$ cat src/rtl/divg_pkg.sv
package divg_pkg;

    localparam int DEF_LANES = 32;
    localparam int DEF_DEPTH = 8;

    typedef enum logic [1:0] {
        OP_NONE = 2'b00,
        OP_PUSH = 2'b01,
        OP_FLIP = 2'b10,
        OP_JOIN = 2'b11
    } lane_op_e;

    typedef struct packed {
        logic push_ok;
        logic flip_ok;
        logic join_ok;
        logic ovf;
        logic udf;
    } op_decode_t;

    function automatic op_decode_t decode_op(lane_op_e op, logic full, logic empty);
        op_decode_t d;
        d.push_ok = (op == OP_PUSH) && !full;
        d.flip_ok = (op == OP_FLIP) && !empty;
        d.join_ok = (op == OP_JOIN) && !empty;
        d.ovf     = (op == OP_PUSH) && full;
        d.udf     = ((op == OP_FLIP) || (op == OP_JOIN)) && empty;
        return d;
    endfunction

endpackage

$ cat src/rtl/divg_stack.sv
module divg_stack #(
    parameter int LANES = divg_pkg::DEF_LANES,
    parameter int DEPTH = divg_pkg::DEF_DEPTH
) (
    input  logic             clk,
    input  logic             rst,
    input  logic             push_en,
    input  logic             pop_en,
    input  logic [LANES-1:0] push_data,
    output logic [LANES-1:0] top,
    output logic             full,
    output logic             empty
);
    localparam int PTR_W = $clog2(DEPTH + 1);
    localparam int IDX_W = (DEPTH > 1) ? $clog2(DEPTH) : 1;

    logic [PTR_W-1:0] sp;
    logic [PTR_W-1:0] sp_m1;
    logic [LANES-1:0] mem [DEPTH];

    assign full  = (sp == PTR_W'(DEPTH));
    assign empty = (sp == '0);
    assign sp_m1 = sp - PTR_W'(1);

    always_ff @(posedge clk) begin
        if (rst)
            sp <= '0;
        else if (push_en)
            sp <= sp + PTR_W'(1);
        else if (pop_en)
            sp <= sp_m1;
    end

    generate
        for (genvar i = 0; i < DEPTH; i++) begin : g_entry
            always_ff @(posedge clk) begin
                if (rst)
                    mem[i] <= '0;
                else if (push_en && (sp == PTR_W'(i)))
                    mem[i] <= push_data;
            end
        end
    endgenerate

    assign top = empty ? '1 : mem[sp_m1[IDX_W-1:0]];

    // the mask logic never requests a push into a full stack
    a_r5_no_push_full: assert property (@(posedge clk) disable iff (rst)
        push_en |-> !full);
    // the mask logic never requests a pop from an empty stack
    a_r6_no_pop_empty: assert property (@(posedge clk) disable iff (rst)
        pop_en |-> !empty);
    // an accepted push makes the saved entry visible as the new top
    a_r2_push_top: assert property (@(posedge clk) disable iff (rst)
        push_en |=> (top == $past(push_data)));
    // a cycle with no push and no pop keeps the top entry
    a_r3_top_hold: assert property (@(posedge clk) disable iff (rst)
        (!push_en && !pop_en) |=> $stable(top));

endmodule

$ cat src/rtl/divg_mask_unit.sv
module divg_mask_unit
    import divg_pkg::*;
#(
    parameter int LANES = DEF_LANES
) (
    input  logic             clk,
    input  logic             rst,
    input  lane_op_e         op,
    input  logic [LANES-1:0] pred,
    input  logic [LANES-1:0] top,
    input  logic             full,
    input  logic             empty,
    output logic             push_en,
    output logic             pop_en,
    output logic [LANES-1:0] mask,
    output logic             ovf,
    output logic             udf
);
    op_decode_t       dec;
    logic [LANES-1:0] mask_nx;

    assign dec     = decode_op(op, full, empty);
    assign push_en = dec.push_ok;
    assign pop_en  = dec.join_ok;

    always_comb begin
        mask_nx = mask;
        if (dec.push_ok)
            mask_nx = mask & pred;
        else if (dec.flip_ok)
            mask_nx = top & ~mask;
        else if (dec.join_ok)
            mask_nx = top;
    end

    always_ff @(posedge clk) begin
        if (rst) begin
            mask <= '1;
            ovf  <= 1'b0;
            udf  <= 1'b0;
        end else begin
            mask <= mask_nx;
            ovf  <= dec.ovf;
            udf  <= dec.udf;
        end
    end

    // an accepted push only removes lanes, never adds them
    a_r2_push_narrows: assert property (@(posedge clk) disable iff (rst)
        (op == OP_PUSH && !full) |=> ((mask & ~$past(mask)) == '0));
    // flip result lies inside the parent and outside the finished path
    a_r3_flip_inside_parent: assert property (@(posedge clk) disable iff (rst)
        (op == OP_FLIP && !empty) |=> (((mask & ~$past(top)) == '0) && ((mask & $past(mask)) == '0)));
    // join restores the saved parent
    a_r4_join_restores: assert property (@(posedge clk) disable iff (rst)
        (op == OP_JOIN && !empty) |=> (mask == $past(top)));
    // rejected push flags overflow and keeps the mask
    a_r5_ovf_hold: assert property (@(posedge clk) disable iff (rst)
        (op == OP_PUSH && full) |=> (ovf && $stable(mask)));
    // rejected join or flip flags underflow and keeps the mask
    a_r6_udf_hold: assert property (@(posedge clk) disable iff (rst)
        ((op == OP_JOIN || op == OP_FLIP) && empty) |=> (udf && $stable(mask)));
    // no operation keeps the mask and clears both flags
    a_r10_idle: assert property (@(posedge clk) disable iff (rst)
        (op == OP_NONE) |=> ($stable(mask) && !ovf && !udf));
    // the two error flags never coincide
    a_r5_flags_excl: assert property (@(posedge clk) disable iff (rst)
        !(ovf && udf));

endmodule

$ cat src/rtl/divg_mask_stack.sv
module divg_mask_stack
    import divg_pkg::*;
#(
    parameter int LANES = DEF_LANES,
    parameter int DEPTH = DEF_DEPTH
) (
    input  logic             clk,
    input  logic             rst,
    input  logic [LANES-1:0] pred_i,
    input  logic [1:0]       op_i,
    output logic [LANES-1:0] act_mask_o,
    output logic [LANES-1:0] commit_en_o,
    output logic             ovf_o,
    output logic             udf_o,
    output logic             all_off_o
);
    lane_op_e         op;
    logic [LANES-1:0] top;
    logic             full;
    logic             empty;
    logic             push_en;
    logic             pop_en;
    logic [LANES-1:0] mask;

    assign op = lane_op_e'(op_i);

    divg_mask_unit #(.LANES(LANES)) u_mask (
        .clk     (clk),
        .rst     (rst),
        .op      (op),
        .pred    (pred_i),
        .top     (top),
        .full    (full),
        .empty   (empty),
        .push_en (push_en),
        .pop_en  (pop_en),
        .mask    (mask),
        .ovf     (ovf_o),
        .udf     (udf_o)
    );

    divg_stack #(.LANES(LANES), .DEPTH(DEPTH)) u_stack (
        .clk       (clk),
        .rst       (rst),
        .push_en   (push_en),
        .pop_en    (pop_en),
        .push_data (mask),
        .top       (top),
        .full      (full),
        .empty     (empty)
    );

    assign act_mask_o  = mask;
    assign commit_en_o = mask;
    assign all_off_o   = ~|mask;

    // the cycle after reset starts with every lane active
    a_r1_reset_ones: assert property (@(posedge clk)
        rst |=> (act_mask_o == '1 && !ovf_o && !udf_o));

endmodule

$ cat config.mk
export PLATFORM = sky130hd
export DESIGN_NAME = divg_mask_stack
export DESIGN_NICKNAME = d
export VERILOG_FILES = /design/src/rtl/divg_pkg.sv /design/src/rtl/divg_stack.sv /design/src/rtl/divg_mask_unit.sv /design/src/rtl/divg_mask_stack.sv
export SDC_FILE = /design/constraint.sdc
export NUM_CORES = 1
export LEC_CHECK = 0
export ABC_AREA = 1
export BUFFER_PORTS_ARGS = -buffer_cell sky130_fd_sc_hd__buf_2
export CELL_PAD_IN_SITES_DETAIL_PLACEMENT = 1
export CELL_PAD_IN_SITES_GLOBAL_PLACEMENT = 1
export CORE_ASPECT_RATIO = 1.25
export CORE_UTILIZATION = 47
export DETAILED_ROUTE_END_ITERATION = 12
export PLACE_DENSITY = 0.79
export SLEW_MARGIN = 20
export SYNTH_ARGS = -nofsm -noshare
export SYNTH_HDL_FRONTEND = slang
export SYNTH_HIERARCHICAL = 1
export SYNTH_SLANG_ARGS = --single-unit
$ cat constraint.sdc
create_clock -name clk -period 6.1 [get_ports clk]
set_input_delay 1.22 -clock clk [delete_from_list [all_inputs] [get_ports clk]]
set_output_delay 1.22 -clock clk [all_outputs]
set_load 0.005 [all_outputs]
Word level (Yosys, flattened, before mapping). Memories as Yosys holds them, arrays and structs flattened. Index checks and enable logic that the tools add are counted.

Register bits: 38. Memory bits (writable): 256. Input port bits: 36. Word-level logic and storage cells: 90. Memories kept: 1.

$add $sub $neg: 2. Equal/unequal tests: 11. Muxes and demuxes: 40. Bitwise gates (word level): 11. Reductions and logical operators: 21.

Memory list: u_stack.mem (depth 8, width 32, rd ports 1, clocked after memory_dff 0, wr ports 8, line divg_stack.sv:19) `logic [LANES-1:0] mem [DEPTH];`.

Operators with widths (number): 2-to-1 mux 32 bit (12); bitwise AND 32 bit (2); inverter 32 bit (1); OR reduction 32 bit (1); 2-to-1 mux 1 bit (26); equality test 4 x 3 -> 1 bit (second input constant) (4); logical AND 1 bit (13); equality test 4 x 2 -> 1 bit (second input constant) (2); 2-to-1 mux 4 bit (2); bitwise OR 1 bit (8); adder 4 x 1 -> 4 bit (second input constant) (1); equality test 2 bit (second input constant) (2); equality test 4 x 1 -> 1 bit (second input constant) (1); equality test 4 bit (second input constant) (1); logical NOT 4 bit (1); subtractor 4 x 1 -> 4 bit (second input constant) (1); logical NOT 1 bit (3); nonzero test 3 bit (1); equality test 2 x 1 -> 1 bit (second input constant) (1); nonzero test 2 bit (1); logical OR 1 bit (1).

Longest topological paths before layout. Gate-level depths: netlist (run 1).

Depth after elaboration: 8. Mapped depth: 17.

Cells and area by module. Netlist (run 1), hierarchy kept.

Modules (own cells, without submodules): divg_stack (times used 1, cells each 1177, area an instance 11833.8 µm², sequential area each 7767.4 µm²); divg_mask_unit (times used 1, cells each 331, area an instance 2229.6 µm², sequential area each 680.7 µm²); divg_mask_stack (times used 1, cells each 63, area an instance 356.6 µm², sequential area each 0.0 µm²).

Least setup slack after synthesis (run 1). Ideal clock, no wire load.

Kind: input to register. From: input op_i[1]. To: memory u_stack/mem[0][0] (netlist name), enable pin. Library setup time: 0.466 ns. Arrival time: 4.230 ns. Required time: 5.634 ns. Path slack: 1.404 ns. Stages on the path: 7. Path buffers: 2. Cell sequence: buf_6 > inv_6 > nand3_4 > inv_1 > buf_4 > inv_1 > o21ai_0.

RTL lines: from (decl) (line divg_mask_stack.sv:10) `input logic [1:0] op_i,`; to (decl) (line divg_stack.sv:19).

==> reports/qor.yml, run 1 <==
timing:
  fin_crit_ns: 4.132
  drv_slew: 0
  fin_crit_sh: 0.6775
  worst_pin_slew_ns: 1.127
  finalHoldViolCount: 0
  fmaxAchievable_mhz: 242.0
  skew_ns: 0.007226
  setup_tns_ns: 0
  rsz0062_at_grt: "false"
  relSlewSlack: 0.2460
  setup_viol: 0
pwr:
  p_seq_frac: 0.458
  switching_share: 0.3226
  internal_power_mw: 3.603
  irDropWorstVdd_mv: 0.1944
  leakage_nw: 6.873
  power.density_mw_per_mm2: 341.2
  p_comb_frac: 0.211
  power.switching_mw: 1.716
  p_total_mw: 5.319
  clkPwrFrac: 0.332
worst_hold_path:
  min_to: "u_mask/mask[29]$_SDFFE_PP1P_"
  holdCritStartpoint: "u_mask/mask[29]$_SDFFE_PP1P_"
  holdCritPathClass: "register to register"
  hold_depth: 2
setup_path:
  required_ns: 6.36
  cp_cell_sequence: "clkinv_2 -> buf_4 -> ha_2 -> nand2_1 -> nor2_1 -> inv_2 -> nand3_4 -> inv_1 -> inv_1 -> o21ai_4 -> buf_4"
  r2r_slack_ns: 1.97
  crit_slowest_cell: "o21ai_4"
  slowest_delay_ns: 0.81
  setup.worst_path.class: "register to register"
  crit_fanout: 50
  r2r-end: "u_stack/mem[0][12]$_SDFFCE_PN0P_"
  r2r_start: "u_stack/sp[0]$_SDFFE_PP0P_"
  crit_path_start_kind: "register"
  worstRegToRegCells: 11
  cp_data_arrival_time_ns: 4.39
  cp-end-kind: "register"
placed_design:
  post_dp_cell_area_mm2: 0.01467
  hpwlAfterDp_um: 26390
  gp_congestion: 0.8197
  io_buffer_count: 102
grt:
  track_usage: 0.2944
  grt_overflow_total: 0
  grt_pass1_wl_um: 68940
  grt_start_max_net_pins: 84
  grt_pass1_vias: 11975
  antenna_found_initial: 0
job:
  max-cap-violations: 0
clocking:
  worstSkewPairLatency_ns: 0.56
  cts_max_path_buffers: 3
  cts_hold_buf: 0
  htree_levels: 1
  cts_post_setup_buffers_inserted: 0
  cts_resized: 0
  cts_root_buf: "clkbuf_16"
  cts_made_buffers: 30
  clk_pin_slew_ns: 0.06
  clock-sinks: 294
  cts_tree: "done"
floorplan:
  die_x_um: 158.7
  ios: 103
  rows: 71
  dieArea_mm2: 0.03139
  core-area_mm2: 0.03012
  initial_core_util: 0.4788
  die_y_um: 197.8
logic_synthesis:
  syn_inst: 1571
  syn_nets: 1613
  ys.warnings.count: 6
  synth_top_cell_by_area: "edfxtp_1"
  syn-mean-instance-area_um2: 9.179
  muxShareOfSynthArea: 0
  synth_compound_area_frac: 0.01336
  synth-xor-area-share: 0.001128
  ys_ff_latch: 294
  synth_commonest_cells: "nand2_1 (349), nor2_1 (315), edfxtp_1 (256), nand3_1 (234), inv_1 (74)"
  ys_types: 30
  synth_most_common_cell: "nand2_1"
  netlist_area_mm2: 0.01442
  ys.flop_type: "edfxtp_1"
  synth-adder-area-share: 0.005206
  synth_top_family_by_area: "simple AND/OR/NAND/NOR gates"
  ys_seq_area_frac: 0.5859
  synth_async_sr_flop_share: 0
  synth.area.top_cells: "edfxtp_1 (53%), nand2_1 (9.1%), nor2_1 (8.2%)"
  synth_edf_count: 256
  synth_simple_gate_area_share: 0.3093
  synth_top_area_share: 0.5331
finish:
  antenna_cells: 0
  n_fill_cell: 3473
  nNetsFinal: 1619
  syn_to_final_growth_pct: 8.113
  fin_area_mm2: 0.01559
  drive_above_1_share: 0.1330
  fin_util: 0.5177
status:
  status: "completed"
drt:
  drt_wl_total_um: 44740
  drc: 0
  antenna_left: 0
  drt_iter0_drc: 1326
  vias: 11597
  post_drt_via_cell_ratio: 5.793
  wire_per_inst_um: 22.35
  firstDrtPassIters: 6
## cells by family (layout without fill, tap and decap cells)
logic type / count (synthesis) / count (layout)
fa+ha+maj: 6 / 6
flops: 294 / 294
buf+inv: 223 / 253
xor+xnor: 1 / 1
compound gates: 38 / 38
simple gates: 1009 / 1009
## flip-flops by register name (all words and copies together), names as in the netlist
name	count
u_mask/mask	32
u_mask/ovf	1
u_mask/udf	1
u_stack/sp	4
u_stack/mem	256
## power by group through the flow
stage | Sequential [mW] | Clock [mW] | Combinational [mW]
2_1_floorplan | 2.43 | 0 | 0.758
3_3_place_gp | 2.47 | 0 | 1.07
3_5_place_dp | 2.47 | 0 | 1.10
4_1_cts | 2.43 | 1.78 | 1.11
5_1_grt | 2.45 | 1.85 | 1.22
6_report | 2.44 | 1.76 | 1.12
## through the flow
| step | std cells | worst slack, ns | hold WS, ns |
|---|---|---|---|
| floorplan | 1571 | 1.404 | 0.4942 |
| global placement | 1946 | 1.892 | 0.5037 |
| detailed placement | 1946 | 1.785 | 0.5144 |
| CTS | 2002 | 2.008 | 0.5279 |
| global route | 2002 | 1.792 | 0.5543 |
| finish | 2002 | 1.968 | 0.5301 |
## metal layers
| layer | share of wire | global-route usage | up-vias |
|---|---|---|---|
| met3 | 0.064 | 0.02692 | 88 |
| met5 | 0 | 0 | - |
| li1 | - | - | 5225 |
| met2 | 0.50 | 0.5065 | 474 |
| met4 | 0.031 | 0.1115 | 0 |
| met1 | 0.40 | 0.3825 | 5810 |
## worst max-delay path by stage
stage                                             to                  startpoint  slack (ns)  cells after the start
floorplan            u_stack/mem[0][0]$_SDFFCE_PN0P_                     op_i[1]        1.40                      7
global placement     u_stack/mem[0][5]$_SDFFCE_PN0P_                     op_i[1]        1.89                      7
detailed placement  u_stack/mem[0][19]$_SDFFCE_PN0P_                     op_i[1]        1.79                      7
CTS                 u_stack/mem[0][12]$_SDFFCE_PN0P_  u_stack/sp[0]$_SDFFE_PP0P_        2.01                     11
global route        u_stack/mem[0][17]$_SDFFCE_PN0P_  u_stack/sp[0]$_SDFFE_PP0P_        1.79                     11
finish              u_stack/mem[0][12]$_SDFFCE_PN0P_  u_stack/sp[0]$_SDFFE_PP0P_        1.97                     11
## layout by cell type (no fill, tap or decap), drive strengths merged, types with 2 or more instances in the layout
cell type  synthesis  layout
edfxtp           256     256
buf              122     117
nand2            382     382
clkbuf            21      44
nand4             72      72
inv               80      79
a21oi             35      35
ha                 6       6
dfxtp             38      38
nor2             317     317
clkinv             0      11
o21ai              2       2
nand3            236     236
## layout make-up
cell class | instances | area (um2) | share of cell area
clock inverter | 12 | 80.08 | 0.005136
tap | 401 | 501.7 | 0.03218
inverter | 80 | 309.0 | 0.01982
timing repair buffer | 117 | 623.1 | 0.03997
clock buffer | 44 | 844.6 | 0.05417
sequential | 294 | 8452 | 0.5421
multi-input combinational | 1054 | 4780 | 0.3066
## critical path: cells and delay by family, from the launching register on
family,cells,cell delay [ns]
buffers and inverters,6,2.00
AO/OA/AOI/OAI,1,0.81
flip-flops,1,0.35
adder cells (fa/ha/maj),1,0.33
AND/OR/NAND/NOR,3,0.32
(Power assumes the default switching activity.)
==> run 2: changes to the inputs <==
==> constraint.sdc (replaced) <==
create_clock -name clk -period 3.9 [get_ports clk]
set_input_delay 0.78 -clock clk [delete_from_list [all_inputs] [get_ports clk]]
set_output_delay 0.78 -clock clk [all_outputs]
set_load 0.005 [all_outputs]
==> run 2 against run 1 <==
Final cell count grew 0.50%. Fmax grew 35%. Utilization grew 0.71 points. Sequential cell count is the same. Largest cell class unchanged. Register-to-register slack lost 1.1 ns. Critical endpoint is now u_stack/mem[2][30]$_SDFFCE_PN0P_. First-iteration DRC count shrank 32%. Sequential share of layout area shrank 0.73 points. Worst hold slack lost 0.015 ns. Cell area grew 1.4%. Sequential power grew 55%. Non-clock buffer count grew 13.
==> reports/qor.yml, run 2 (synthesis gave the netlist of run 1 again) <==
grt:
  grt_pass1_vias: 11857
  track_usage: 0.2854
  grt_start_max_net_pins: 89
  grt_overflow_total: 0
  grt_pass1_wl_um: 67030
  antenna_found_initial: 0
clocking:
  cts_tree: "done"
  cts_hold_buf: 0
  cts_post_setup_buffers_inserted: 0
  cts_max_path_buffers: 3
  cts_resized: 0
  htree_levels: 1
  cts_made_buffers: 29
  cts_root_buf: "clkbuf_16"
  worstSkewPairLatency_ns: 0.57
  clock-sinks: 294
  clk_pin_slew_ns: 0.06
setup_path:
  cp_cell_sequence: "inv_1 -> ha_2 -> nand2_1 -> nor2_1 -> inv_2 -> nand3_4 -> inv_1 -> buf_4 -> nand3_1 -> nand2_1 -> buf_4"
  cp_data_arrival_time_ns: 3.30
  cp-end-kind: "register"
  r2r_slack_ns: 0.83
  r2r-end: "u_stack/mem[2][30]$_SDFFCE_PN0P_"
  crit_fanout: 22
  endpoint: "u_stack/mem[2][30]$_SDFFCE_PN0P_"
  setup.worst_path.class: "register to register"
  worstRegToRegCells: 11
  path_buf_inv: 5
  crit_slowest_cell: "inv_1"
  crit_path_start_kind: "register"
  crit_cells: 11
  critPathTopFamily: "buffers and inverters"
  slowest_delay_ns: 0.44
  startpoint: "u_stack/sp[1]$_SDFFE_PP0P_"
  required_ns: 4.13
  r2r_start: "u_stack/sp[1]$_SDFFE_PP0P_"
timing:
  drv_slew: 0
  setup_tns_ns: 0
  finalHoldViolCount: 0
  relSlewSlack: 0.3232
  fmaxAchievable_mhz: 325.9
  fin_crit_ns: 3.068
  setup_viol: 0
  rsz0062_at_grt: "false"
  worst_pin_slew_ns: 1.015
  fin_crit_sh: 0.7868
  skew_ns: 0.01986
pwr:
  power.density_mw_per_mm2: 535.1
  internal_power_mw: 5.782
  power.switching_mw: 2.674
  irDropWorstVdd_mv: 0.3228
  p_seq_frac: 0.447
  p_comb_frac: 0.214
  leakage_nw: 6.990
  clkPwrFrac: 0.339
  switching_share: 0.3162
placed_design:
  io_buffer_count: 102
  hpwlAfterDp_um: 27640
  place_inst: 1959
  gp_congestion: 0.8447
drt:
  post_drt_via_cell_ratio: 5.737
  firstDrtPassIters: 5
  wire_per_inst_um: 21.49
  antenna_left: 0
  vias: 11543
  drt_iter0_drc: 905
  drt_wl_total_um: 43230
  drc: 0
finish:
  largest_register_ffs: 256
  n_fill_cell: 3447
  largestRegisters: "u_stack/mem x256, u_mask/mask x32, u_stack/sp x4"
  drive_above_1_share: 0.1390
  mostFrequentLayoutCells: "nand2_1 (349), nor2_1 (315), edfxtp_1 (256)"
  antenna_cells: 0
  nNetsFinal: 1631
  top_register: "u_stack/mem"
  layout_commonest_cell: "nand2_1"
  syn_to_final_growth_pct: 9.596
  final_cell_count_no_fill: 2012
status:
  status: "completed"
job:
  max-cap-violations: 0
floorplan:
  rows: 71
  die_y_um: 197.8
  ios: 103
  initial_core_util: 0.4788
  die_x_um: 158.7
  dieArea_mm2: 0.03139
  core-area_mm2: 0.03012
worst_hold_path:
  holdCritPathClass: "register to register"
run 2: cell types whose count changed in the layout (fill, tap and decap cells not counted), moves of 2 or more:
cell | before | now
buf_12 | 0 | 7
buf_4 | 15 | 21
bufinv_16 | 1 | 3
clkbuf_1 | 11 | 9
clkbuf_8 | 2 | 4
clkinv_1 | 6 | 4
clkinv_2 | 5 | 3
nand2_1 | 345 | 349
nand2_2 | 35 | 31
run 2: how the worst min path moves through the flow:
stage | to | depth (start not counted) | startpoint
detailed placement | u_mask/mask[14]$_SDFFE_PP1P_ | 2 | u_mask/mask[14]$_SDFFE_PP1P_
floorplan | u_mask/mask[0]$_SDFFE_PP1P_ | 2 | u_mask/mask[0]$_SDFFE_PP1P_
finish | u_mask/mask[14]$_SDFFE_PP1P_ | 2 | u_mask/mask[14]$_SDFFE_PP1P_
global placement | u_mask/mask[9]$_SDFFE_PP1P_ | 2 | u_mask/mask[9]$_SDFFE_PP1P_
global route | u_mask/mask[17]$_SDFFE_PP1P_ | 2 | u_mask/mask[17]$_SDFFE_PP1P_
CTS | u_mask/mask[14]$_SDFFE_PP1P_ | 2 | u_mask/mask[14]$_SDFFE_PP1P_
run 2: routing by layer:
metal  global-route usage  vias up  part of all wire
met5                    0        -                 0
met4              0.09900        0             0.030
li1                     -     5249                 -
met1               0.3679     5761              0.41
met2               0.4894      450              0.50
met3              0.03918       83             0.068
run 2: tightest hold or removal path, stage by stage, from the launching register on:
cell and delay [ns]:
dfxtp_1 0.35, nand2_1 0.08, nand2_1 0.04
run 2: area by class of cell:
cell class / instances / area (um2) / share of cell area
Sequential cell: 294 / 8452 / 0.5348
Multi-Input combinational cell: 1054 / 4770 / 0.3018
Clock buffer: 43 / 839.6 / 0.05312
Timing Repair Buffer: 130 / 808.3 / 0.05114
Tap cell: 401 / 501.7 / 0.03175
Inverter: 80 / 309.0 / 0.01956
Clock inverter: 10 / 123.9 / 0.007838
run 2: metrics by stage:
stage | cell area [um2] | power [mW] | hold WS, ns | utilization | setup slack (ns)
final | 15800 | 8.456 | 0.5149 | 0.5248 | 0.8316
after global routing | 15800 | 8.779 | 0.5436 | 0.5248 | 0.6219
after CTS | 15800 | 8.474 | 0.5217 | 0.5248 | 0.7940
after detailed placement | 14840 | 5.618 | 0.5114 | 0.4928 | 0.6964
after global placement | 14840 | 5.573 | 0.5059 | 0.4928 | 0.7872
after floorplan | 14420 | 4.984 | 0.4942 | - | 0.07364
run 2: power by group through the flow:
stage                     Sequential (mW)  Combinational [mW]  Clock, mW
after CTS                            3.78                1.79       2.90
after detailed placement             3.84                1.77          0
after global routing                 3.80                1.96       3.01
final                                3.78                1.81       2.86
after global placement               3.84                1.74          0
after floorplan                      3.80                1.19          0
==> run 3: changes to the inputs <==
--- a/config.mk
+++ b/config.mk
@@ -10,9 +10,9 @@
 export CELL_PAD_IN_SITES_DETAIL_PLACEMENT = 1
 export CELL_PAD_IN_SITES_GLOBAL_PLACEMENT = 1
 export CORE_ASPECT_RATIO = 1.25
-export CORE_UTILIZATION = 47
+export CORE_UTILIZATION = 42
 export DETAILED_ROUTE_END_ITERATION = 12
-export PLACE_DENSITY = 0.79
+export PLACE_DENSITY = 0.75
 export SLEW_MARGIN = 20
 export SYNTH_ARGS = -nofsm -noshare
 export SYNTH_HDL_FRONTEND = slang
==> constraint.sdc (replaced) <==
create_clock -name clk -period 2.5 [get_ports clk]
set_input_delay 0.5 -clock clk [delete_from_list [all_inputs] [get_ports clk]]
set_output_delay 0.5 -clock clk [all_outputs]
set_load 0.005 [all_outputs]
==> run 3 against run 2 <==
Setup slack got worse by 0.69 ns. Combinational power grew 66%. Routed wire length increased by 5.1%. Worst hold slack got worse by 0.21 ns. Critical path type unchanged. Critical endpoint is now u_stack/mem[2][24]$_SDFFCE_PN0P_. Largest cell class unchanged.
==> reports/qor.yml, run 3 (synthesis gave the netlist of run 1 again) <==
floorplan:
  die_y_um: 209.2
  dieArea_mm2: 0.03508
  core-area_mm2: 0.03369
  die_x_um: 167.7
  initial_core_util: 0.4280
  rows: 75
  ios: 103
finish:
  mostFrequentLayoutCells: "nand2_1 (342), nor2_1 (315), edfxtp_1 (256)"
  final_cell_count_no_fill: 2062
  largestRegisters: "u_stack/mem x256, u_mask/mask x32, u_stack/sp x4"
  top_register: "u_stack/mem"
  layout_commonest_cell: "nand2_1"
  largest_register_ffs: 256
  n_fill_cell: 3904
  syn_to_final_growth_pct: 12.63
  nNetsFinal: 1659
  fin_util: 0.4821
  drive_above_1_share: 0.1586
  antenna_cells: 0
setup_path:
  r2r_slack_ns: 0.14
  r2r_start: "u_stack/sp[1]$_SDFFE_PP0P_"
  required_ns: 2.76
  r2r-end: "u_stack/mem[2][24]$_SDFFCE_PN0P_"
  crit_fanout: 21
  cp-end-kind: "register"
  crit_path_start_kind: "register"
  worstRegToRegCells: 10
  setup.worst_path.class: "register to register"
  cp_data_arrival_time_ns: 2.61
  startpoint: "u_stack/sp[1]$_SDFFE_PP0P_"
clocking:
  clk_pin_slew_ns: 0.06
  cts_hold_buf: 0
  cts_made_buffers: 29
  clock-sinks: 294
  cts_tree: "done"
  cts_max_path_buffers: 3
  cts_root_buf: "clkbuf_16"
  htree_levels: 1
  worstSkewPairLatency_ns: 0.56
grt:
  antenna_found_initial: 0
  track_usage: 0.2625
  grt_pass1_wl_um: 69900
  grt_overflow_total: 0
  grt_start_max_net_pins: 84
  grt_pass1_vias: 12148
drt:
  post_drt_via_cell_ratio: 5.652
  firstDrtPassIters: 5
  wire_per_inst_um: 22.03
  antenna_left: 0
  drt_iter0_drc: 852
  drt_wl_total_um: 45440
  drc: 0
  vias: 11655
timing:
  fin_crit_ns: 2.356
  skew_ns: 0.01029
  drv_slew: 0
  setup_viol: 0
  finalHoldViolCount: 0
  fin_crit_sh: 0.9424
  setup_tns_ns: 0
  fmaxAchievable_mhz: 424.4
  relSlewSlack: 0.4731
  worst_pin_slew_ns: 0.7904
  rsz0062_at_grt: "false"
worst_hold_path:
  holdCritStartpoint: "pred_i[14]"
  min_to: "u_mask/mask[14]$_SDFFE_PP1P_"
  hold_depth: 5
  holdCritPathClass: "input pin to register"
pwr:
  leakage_nw: 7.165
  power.density_mw_per_mm2: 807.3
  p_total_mw: 13.11
  irDropWorstVdd_mv: 0.5168
job:
  max-cap-violations: 0
placed_design:
  hpwlAfterDp_um: 29060
  place_inst: 2009
  gp_congestion: 0.8345
  io_buffer_count: 102
status:
  status: "completed"
run 3: cell count changes in the layout (fill, tap and decap cells not counted), moves of 2 or more:
cell	previous run	this run
clkbuf_1	9	6
buf_4	21	32
clkbuf_8	4	1
clkinvlp_4	0	2
clkinv_1	4	7
clkinv_2	3	6
buf_12	7	23
nand2_1	349	342
inv_4	1	3
nand2_4	1	8
run 3: timing repair:
item / 4_1_cts / 5_1_grt
setup endpoints to repair: 0 / 1
resized for setup: 0 / 1
setup buffers: 0 / 0
run 3: worst max-delay path, cell delays in order, from the launching register on:
cell	delay, ns
dfxtp_1	0.43
inv_1	0.16
ha_4	0.21
nand2_1	0.08
nor2_1	0.05
inv_2	0.10
nand3_4	0.10
inv_4	0.25
nand3_1	0.18
nand2_4	0.26
buf_12	0.22
run 3: cell type report:
cell class                 instances  area (um2)  share of cell area
multi-input combinational       1054        4832              0.2975
timing repair buffer             158        1222             0.07526
tap                              423       529.3             0.03259
clock inverter                    17       131.4            0.008089
clock buffer                      36       762.0             0.04691
sequential                       294        8452              0.5204
inverter                          80       312.8             0.01926
run 3: routing by layer:
metal	wire (um)	up-vias	GRT usage
li1	-	5309	-
met1	18100	5829	0.3280
met2	23030	416	0.4636
met3	2896	101	0.03807
met4	1409	0	0.08763
met5	0	-	0
run 3: per-stage QoR:
stage / hold WS [ns] / cell area (um2) / setup slack (ns)
2_1_floorplan: 0.4942 / 14530 / 0.01901
3_3_place_gp: 0.4937 / 15340 / 0.2803
3_5_place_dp: 0.5088 / 15340 / 0.1565
4_1_cts: 0.2928 / 16240 / 0.1341
5_1_grt: 0.3252 / 16240 / 0.03420
6_report: 0.3082 / 16240 / 0.1440
run 3: where the power goes:
part,internal (mW),switching (mW)
combinational,0.919,2.08
sequential,5.65,0.246
clock,2.36,1.86
run 3: how the worst max path moves through the flow:
| stage | end | slack [ns] | cells after the start |
|---|---|---|---|
| finish | u_stack/mem[2][24]$_SDFFCE_PN0P_ | 0.14 | 10 |
| global route | u_stack/mem[2][28]$_SDFFCE_PN0P_ | 0.03 | 10 |
| CTS | u_mask/mask[14]$_SDFFE_PP1P_ | 0.13 | 11 |
| detailed placement | u_mask/mask[14]$_SDFFE_PP1P_ | 0.16 | 11 |
| global placement | u_stack/mem[5][27]$_SDFFCE_PN0P_ | 0.28 | 10 |
| floorplan | u_stack/mem[0][0]$_SDFFCE_PN0P_ | 0.02 | 13 |
